`config.mk`:
```
export PLATFORM = sky130hd
export DESIGN_NAME = branchResolve
export DESIGN_NICKNAME = d
export VERILOG_FILES = /design/src/rtl/brPkg.sv /design/src/rtl/brControl.sv /design/src/rtl/brDatapath.sv /design/src/rtl/branchResolve.sv
export SDC_FILE = /design/constraint.sdc
export NUM_CORES = 1
export LEC_CHECK = 0
export BUFFER_PORTS_ARGS = -buffer_cell sky130_fd_sc_hd__buf_2
export CAP_MARGIN = 20
export CORE_UTILIZATION = 56
export DETAILED_ROUTE_END_ITERATION = 16
export PLACE_DENSITY = 0.87
export SKIP_LAST_GASP = 1
export SLEW_MARGIN = 20
export SYNTH_ARGS = -nofsm -noshare
export SYNTH_HDL_FRONTEND = slang
export SYNTH_HIERARCHICAL = 1
export SYNTH_SLANG_ARGS = --single-unit
```
`constraint.sdc`:
```
create_clock -name clk -period 6.9 [get_ports clk]
set_input_delay 0.345 -clock clk [delete_from_list [all_inputs] [get_ports clk]]
set_output_delay 0.345 -clock clk [all_outputs]
set_load 0.05 [all_outputs]
```
`src/rtl/brPkg.sv`:
```
package brPkg;
  typedef struct packed {
    logic fire;
    logic useLong;
    logic useAbs;
    logic writeLink;
    logic writeCtr;
    logic takeBranch;
  } brStrobes_t;
endpackage

```
`src/rtl/brControl.sv`:
```
module brControl
  import brPkg::*;
#(
  parameter int CR_W = 32,
  localparam int BI_W = $clog2(CR_W)
) (
  input  logic            issueValid,
  input  logic            isLong,
  input  logic [2:0]      optField,
  input  logic [BI_W-1:0] biSel,
  input  logic            absMode,
  input  logic            linkMode,
  input  logic [CR_W-1:0] condReg,
  input  logic            decIsZero,
  output brStrobes_t      strobes
);
  logic condBit;
  logic condPass;
  logic countPass;
  logic useCounter;

  always_comb begin
    condBit    = condReg[biSel];
    condPass   = optField[0] | (condBit == optField[1]);
    useCounter = ~isLong & ~optField[2];
    countPass  = ~useCounter | ~decIsZero;

    strobes.fire       = issueValid;
    strobes.useLong    = isLong;
    strobes.useAbs     = absMode;
    strobes.writeLink  = issueValid & linkMode;
    strobes.writeCtr   = issueValid & useCounter;
    strobes.takeBranch = issueValid & (isLong | (condPass & countPass));
  end
endmodule

```
`src/rtl/brDatapath.sv`:
```
module brDatapath
  import brPkg::*;
#(
  parameter int ADDR_W   = 32,
  parameter int CTR_W    = 32,
  parameter int LONG_W   = 24,
  parameter int SHORT_W  = 14,
  parameter int WORD_SHF = 2,
  localparam int LONG_PAD  = ADDR_W - LONG_W - WORD_SHF,
  localparam int SHORT_PAD = ADDR_W - SHORT_W - WORD_SHF
) (
  input  logic              clk,
  input  logic              rstN,
  input  brStrobes_t        strobes,
  input  logic [ADDR_W-1:0] instAddr,
  input  logic [LONG_W-1:0] dispLong,
  input  logic [SHORT_W-1:0] dispShort,
  input  logic [CTR_W-1:0]  countIn,
  output logic              decIsZero,
  output logic              resValid,
  output logic              taken,
  output logic [ADDR_W-1:0] nextAddr,
  output logic              linkWe,
  output logic [ADDR_W-1:0] linkData,
  output logic              ctrWe,
  output logic [CTR_W-1:0]  ctrData
);
  localparam logic [ADDR_W-1:0] STEP = ADDR_W'(1) << WORD_SHF;

  logic [ADDR_W-1:0] longOff;
  logic [ADDR_W-1:0] shortOff;
  logic [ADDR_W-1:0] offSel;
  logic [ADDR_W-1:0] baseSel;
  logic [ADDR_W-1:0] target;
  logic [ADDR_W-1:0] seqAddr;
  logic [CTR_W-1:0]  ctrDec;

  always_comb begin
    longOff  = {{LONG_PAD{dispLong[LONG_W-1]}}, dispLong, {WORD_SHF{1'b0}}};
    shortOff = {{SHORT_PAD{dispShort[SHORT_W-1]}}, dispShort, {WORD_SHF{1'b0}}};
    offSel   = strobes.useLong ? longOff : shortOff;
    baseSel  = strobes.useAbs ? '0 : instAddr;
    target   = baseSel + offSel;
    seqAddr  = instAddr + STEP;
    ctrDec   = countIn - CTR_W'(1);
    decIsZero = (ctrDec == '0);
  end

  always_ff @(posedge clk) begin
    if (!rstN) begin
      resValid <= 1'b0;
      taken    <= 1'b0;
      nextAddr <= '0;
      linkWe   <= 1'b0;
      linkData <= '0;
      ctrWe    <= 1'b0;
      ctrData  <= '0;
    end else begin
      resValid <= strobes.fire;
      taken    <= strobes.takeBranch;
      linkWe   <= strobes.writeLink;
      ctrWe    <= strobes.writeCtr;
      if (strobes.fire) begin
        nextAddr <= strobes.takeBranch ? target : seqAddr;
        linkData <= seqAddr;
        ctrData  <= ctrDec;
      end
    end
  end
endmodule

```
`src/rtl/branchResolve.sv`:
```
module branchResolve
  import brPkg::*;
#(
  parameter int ADDR_W  = 32,
  parameter int CTR_W   = 32,
  parameter int CR_W    = 32,
  parameter int LONG_W  = 24,
  parameter int SHORT_W = 14,
  localparam int BI_W   = $clog2(CR_W)
) (
  input  logic               clk,
  input  logic               rstN,
  input  logic               issueValid,
  input  logic               isLong,
  input  logic [ADDR_W-1:0]  instAddr,
  input  logic [LONG_W-1:0]  dispLong,
  input  logic [SHORT_W-1:0] dispShort,
  input  logic [2:0]         optField,
  input  logic [BI_W-1:0]    biSel,
  input  logic               absMode,
  input  logic               linkMode,
  input  logic [CR_W-1:0]    condReg,
  input  logic [CTR_W-1:0]   countIn,
  output logic               resValid,
  output logic               taken,
  output logic [ADDR_W-1:0]  nextAddr,
  output logic               linkWe,
  output logic [ADDR_W-1:0]  linkData,
  output logic               ctrWe,
  output logic [CTR_W-1:0]   ctrData
);
  brStrobes_t strobes;
  logic       decIsZero;

  brControl #(.CR_W(CR_W)) ctrl (
    .issueValid(issueValid),
    .isLong(isLong),
    .optField(optField),
    .biSel(biSel),
    .absMode(absMode),
    .linkMode(linkMode),
    .condReg(condReg),
    .decIsZero(decIsZero),
    .strobes(strobes)
  );

  brDatapath #(
    .ADDR_W(ADDR_W), .CTR_W(CTR_W), .LONG_W(LONG_W), .SHORT_W(SHORT_W), .WORD_SHF(2)
  ) dp (
    .clk(clk),
    .rstN(rstN),
    .strobes(strobes),
    .instAddr(instAddr),
    .dispLong(dispLong),
    .dispShort(dispShort),
    .countIn(countIn),
    .decIsZero(decIsZero),
    .resValid(resValid),
    .taken(taken),
    .nextAddr(nextAddr),
    .linkWe(linkWe),
    .linkData(linkData),
    .ctrWe(ctrWe),
    .ctrData(ctrData)
  );
endmodule

```
==> results of run 1 <==
==> placed cells by master, fill, tap and decap left out, types with 10 or more instances in the layout <==
cell type  count
a21oi_1       54
buf_2        246
ha_1          32
nand3_1       32
dfxtp_1      100
mux2_2        15
and4_1        10
o21ai_0       52
xor2_1        32
nand4_1       13
nor2b_1       31
xnor2_1       36
nand2_1       87
and2_1        10
or3_1         11
nor3_1        21
mux2i_1       25
a211oi_1      58
nor2_1       120
a21o_1        21
==> cell families after synthesis <==
family | after synthesis | share of synthesized area [%]
and+or+nand+nor | 389 | 26.29
xor gates and xnor gates | 68 | 8.003
muxes | 40 | 5.632
adders and majority gates | 33 | 5.649
DFF | 100 | 26.90
AOI/OAI and AO/OA | 259 | 23.29
buffers and inverters | 70 | 4.237
==> final cells by class <==
type	instances	area (µm²)	share of cell area [%]
Inverter	10	37.54	0.4169
Clock buffer	9	225.2	2.501
Tap cell	172	215.2	2.390
Sequential cell	100	2002	22.23
Clock inverter	7	122.6	1.362
Multi-Input combinational cell	789	5125	56.92
Timing Repair Buffer	252	1276	14.17
==> metal layers <==
layer	global-route usage (%)	up-vias	part of all wire, %
li1	-	3920	-
met1	39.89	3684	42
met2	56.16	355	48
met3	4.995	67	6.5
met4	15.53	0	3.6
met5	0	-	0
==> how the worst max path moves through the flow <==
stage / startpoint / end / slack (ns) / cells past startpoint
5_1_grt: countIn[0] / dp/nextAddr[25] / 2.17 / 15
6_report: countIn[0] / dp/nextAddr[25] / 2.48 / 15
3_3_place_gp: countIn[0] / dp/nextAddr[25] / 2.35 / 15
3_5_place_dp: countIn[1] / dp/nextAddr[25] / 2.16 / 15
2_1_floorplan: countIn[5] / dp/nextAddr[25] / 3.05 / 16
4_1_cts: countIn[1] / dp/nextAddr[25] / 2.52 / 15
==> flip-flops by register name, indices dropped and copies added (netlist names) <==
signal	count
dp/linkWe	1
dp/nextAddr	32
dp/linkData	32
dp/taken	1
dp/resValid	1
dp/ctrWe	1
dp/ctrData	32
==> power by group through the flow <==
| stage | Sequential, µW | Clock, µW | Combinational (µW) |
|---|---|---|---|
| 3_5_place_dp | 657 | 0 | 610 |
| 6_report | 646 | 597 | 621 |
| 2_1_floorplan | 809 | 0 | 285 |
| 5_1_grt | 650 | 623 | 668 |
| 3_3_place_gp | 656 | 0 | 603 |
| 4_1_cts | 645 | 601 | 615 |
==> per-stage QoR <==
| stage | setup slack [ns] | util, % | instance area [µm²] | power (µW) |
|---|---|---|---|---|
| 2_1_floorplan | 3.049 | - | 7442 | 1093 |
| 3_3_place_gp | 2.348 | 67.76 | 8656 | 1260 |
| 3_5_place_dp | 2.159 | 67.76 | 8656 | 1267 |
| 4_1_cts | 2.523 | 70.49 | 9004 | 1860 |
| 5_1_grt | 2.170 | 70.49 | 9004 | 1941 |
| 6_report | 2.483 | 70.49 | 9004 | 1864 |
==> results.cfg, run 1 <==
[drt]
drc = 0
wl_per_cell_um = 17.05
first_pass_iters = 5
vias_per_cell = 5.994
via_count = 8026
drt-initial-drc-count = 610
wl_um = 22830
ant_nets = 0

[placed_design]
dp_cells = 1323
hpwl_um = 17230
numPortBuffers = 247
gp_routability_congestion = 0.9727

[timing]
max_freq_ghz = 0.2264
period_share_pct = 64.01
finalCriticalPeriod_ns = 4.417
fin_tns_setup_ns = 0
hold_violations = 0
skew_ns = 0
hold_slack_ns = 0.2319
drv_slew = 0
rsz0062_at_grt = false
tightest_slew_ns = 1.053
setup_viol_count_final = 0
slew_headroom_pct = 29.78

[synthesis]
synth_common_cells = nor2_1, dfxtp_1, nand2_1
synth_seq_cells = 100
ys_seq_area_share_pct = 26.90
synth_edf_count = 0
synth_warnings = 6
synth_ff_type = dfxtp_1
async_flop_share_pct = 0
synth_cells = 959
yosysMostFrequentCell = nor2_1
syn-cell-area_mm2 = 0.007442
yosysTopAreaCellShare_pct = 26.90
yosysUniqueCellTypes = 73
syn_area_per_cell_um2 = 7.760
yosys-top-cells-area = dfxtp_1, nor2_1, a211oi_1, ha_1, nand2_1
synth_nets = 1140
synth_top_cell_by_area = dfxtp_1

[cts]
cts_resized = 0
cts_tree = done
holdBufCountCts = 0
clock-sinks = 100
cts_setup_buffers = 0
clkLatencyLatePin_ns = 0.36
cts_buffers = 9
cts.path.max_buffers = 2
clk_pin_slew_ns = 0.07
cts_max_level = 3
cts-root-buf = clkbuf_16

[critical_path]
worstPathCellList = buf_2 -> inv_1 -> ha_1 -> or4b_2 -> or3_1 -> nor2_1 -> xnor2_1 -> nand4_1 -> or4_1 -> a221oi_2 -> nand2_1 -> o311a_1 -> nor2_1 -> a211oi_1 -> or3_1
worstSetupPathType = input pin to flip-flop
timing.rr.end = dp/nextAddr[25]
worstSetupEndpointType = flip-flop
r2r_start = dp/nextAddr[25]
startpoint_type = input pin
critPathArrivalTime_ns = 4.66
ff2ff_setup_slack_ns = 5.71
crit_required_ns = 7.14
slowest_stage = or4b_2
critPathBufInv = 2
crit_family = simple AND/OR/NAND/NOR gates
cp_max_fo = 18
crit_path_max_incr_delay_ns = 0.74
rr_worst_depth = 3

[die]
pin_count = 248
fp.dieH_um = 117.3
core-area_mm2 = 0.01277
fp.dieW_um = 117.3
fp.dieArea_mm2 = 0.01375
rows = 41
initial_utilization_pct = 58.26

[run_status]
status = finished, final reports clean

[final_layout]
num-fill-cells = 1069
drive_gt1_share_pct = 25.54
final_cells = 1339
n_antenna_cell = 0
fin_nets = 1343
syn_to_final_growth_pct = 20.98

[job]
maxCapViolCount = 0

[hold_path]
whs_endpoint = dp/ctrData[0]
worstHoldPathCells = 2
hold_path.class = input pin to flip-flop
worstHoldStart = countIn[0]

[grt]
grt_pass1_vias = 7078
track_usage_pct = 32.64
antenna_found_initial = 0
grt-ovfl-total = 0
grt_pass1_wl_um = 34690
grt_max_degree = 107

[power]
comb_power_share_pct = 33.3
p_per_area_mw_per_mm2 = 207.0
ir_worst_vdd_mv = 0.1491
p_leak_uw = 0.004040
p_sw_uw = 684.4
power_frac_seq_pct = 34.7
swShare_pct = 36.73
clockPowerShare_pct = 32.0
p_int_uw = 1179
(Power assumes the default switching activity.)
==> run 2: changes to the inputs <==
- CORE_UTILIZATION: 56 -> 52
- PLACE_DENSITY: 0.87 -> 0.82
- clock period: 6.9 -> 4.14 ns (I/O delays scaled with it)
==> results.cfg, run 2 (synthesis gave the netlist of run 1 again) <==
[drt]
ant_nets = 0
via_count = 8092
wl_per_cell_um = 17.09
vias_per_cell = 5.959
drt-initial-drc-count = 618
first_pass_iters = 5
wl_um = 23210
drc = 0

[cts]
cts_tree = done
cts-root-buf = clkbuf_16
cts_buffers = 9
clock-sinks = 100
clk_pin_slew_ns = 0.07
cts_setup_buffers = 0
clkLatencyLatePin_ns = 0.36
cts_resized = 0
cts.path.max_buffers = 2
cts_max_level = 3
holdBufCountCts = 0

[die]
fp.dieW_um = 121.6
fp.dieArea_mm2 = 0.01479
fp.dieH_um = 121.6
core-area_mm2 = 0.01393
rows = 43
initial_utilization_pct = 53.41
pin_count = 248

[final_layout]
regArea_mm2 = 0.002002
multi_input_area_mm2 = 0.005125
drive_gt1_share_pct = 25.98
fin_util_pct = 65.18
fin_nets = 1354
final_common_cell = buf_2
largestRegisters = dp/ctrData x32, dp/linkData x32, dp/nextAddr x32
n_antenna_cell = 0
layout_common_cells = buf_2, nor2_1, dfxtp_1, nand2_1, a211oi_1
syn_to_final_growth_pct = 22.04
num-fill-cells = 1245

[timing]
setup_viol_count_final = 0
finalCriticalPeriod_ns = 3.517
drv_slew = 0
rsz0062_at_grt = false
skew_ns = 0
hold_violations = 0
timing.final.ws_setup_ns = 0.6234
max_freq_ghz = 0.2844
tightest_slew_ns = 0.9445
fin_tns_setup_ns = 0
period_share_pct = 84.94
slew_headroom_pct = 36.94

[grt]
antenna_found_initial = 0
grt_max_degree = 81
track_usage_pct = 31.25
grt_pass1_vias = 7516
grt_pass1_wl_um = 36620
grt-ovfl-total = 0

[placed_design]
hpwl_um = 17510
gp_routability_congestion = 0.9469
numPortBuffers = 247
pre_cts_ws_ns = 0.2674

[run_status]
status = finished, final reports clean

[critical_path]
critPathArrivalTime_ns = 3.74
startpoint_type = input pin
worstSetupPathType = input pin to flip-flop
worstSetupEndpointType = flip-flop
crit_required_ns = 4.37
cp_max_fo = 14

[power]
p_leak_uw = 0.004087
p_per_area_mw_per_mm2 = 340.4
ir_worst_vdd_mv = 0.1894

[job]
maxCapViolCount = 0

[hold_path]
hold_path.class = input pin to flip-flop
run 2: changes by cell type in the layout (fill, tap and decap cells not counted):
| cell | previous run | this run |
|---|---|---|
| inv_6 | 2 | 0 |
| buf_4 | 6 | 17 |
| clkinvlp_4 | 2 | 1 |
| clkbuf_1 | 0 | 3 |
run 2: layout make-up:
type                            instances  share of cell area [%]
Multi-Input combinational cell        789                   56.43
Sequential cell                       100                   22.04
Timing Repair Buffer                  263                   14.96
Clock inverter                          4                   1.075
Tap cell                              180                   2.480
Clock buffer                           12                   2.604
Inverter                               10                  0.4133
run 2: worst paths after layout:
path | slack, ns | end | startpoint | cells past startpoint
hold / removal | 0.09 | dp/ctrData[0] | countIn[0] | 2
hold reg to reg | 0.46 | dp/ctrData[19] | dp/ctrData[19] | 2
setup / recovery | 0.62 | dp/nextAddr[23] | countIn[0] | 18
setup reg to reg | 2.93 | dp/nextAddr[25] | dp/nextAddr[25] | 3
run 2: power breakdown:
group	leakage (µW)	switching [µW]	total, µW	internal (µW)
clock	0.000157	382	974	592
sequential	0.000830	40.8	1080	1040
combinational	0.00310	700	1040	341
total	0.00409	1120	3090	1970
run 2: routing by layer:
| metal | track usage, % | wire length (µm) | part of all wire [%] | vias to the layer above |
|---|---|---|---|---|
| met2 | 54.23 | 11170 | 48 | 314 |
| li1 | - | - | - | 3924 |
| met1 | 38.12 | 9901 | 43 | 3802 |
| met3 | 5.758 | 1426 | 6.1 | 52 |
| met4 | 11.96 | 710 | 3.1 | 0 |
| met5 | 0 | 0 | 0 | - |
run 2: worst max-delay path, cell delays in order:
cell and delay (ns):
buf_2 0.13, inv_1 0.06, ha_1 0.18, or4b_2 0.61
or3_1 0.39, nor2_1 0.21, xnor2_1 0.18, nand4_1 0.09
or4_1 0.43, a221oi_2 0.18, nand2_1 0.07, o311a_1 0.18
buf_4 0.21, nor2_1 0.18, buf_4 0.22, nand2_1 0.07
o211ai_1 0.09, a21oi_1 0.06
run 2: stage by stage:
| stage | cell area (µm²) | hold slack (ns) | power [µW] | std cells |
|---|---|---|---|---|
| 6_report | 9082 | 0.09374 | 3092 | 1358 |
| 5_1_grt | 9082 | 0.09629 | 3229 | 1358 |
| 4_1_cts | 9082 | 0.08920 | 3091 | 1358 |
| 3_5_place_dp | 8748 | 0.4527 | 2121 | 1342 |
| 3_3_place_gp | 8748 | 0.4496 | 2110 | 1342 |
| 2_1_floorplan | 7442 | 0.3066 | 1822 | 959 |
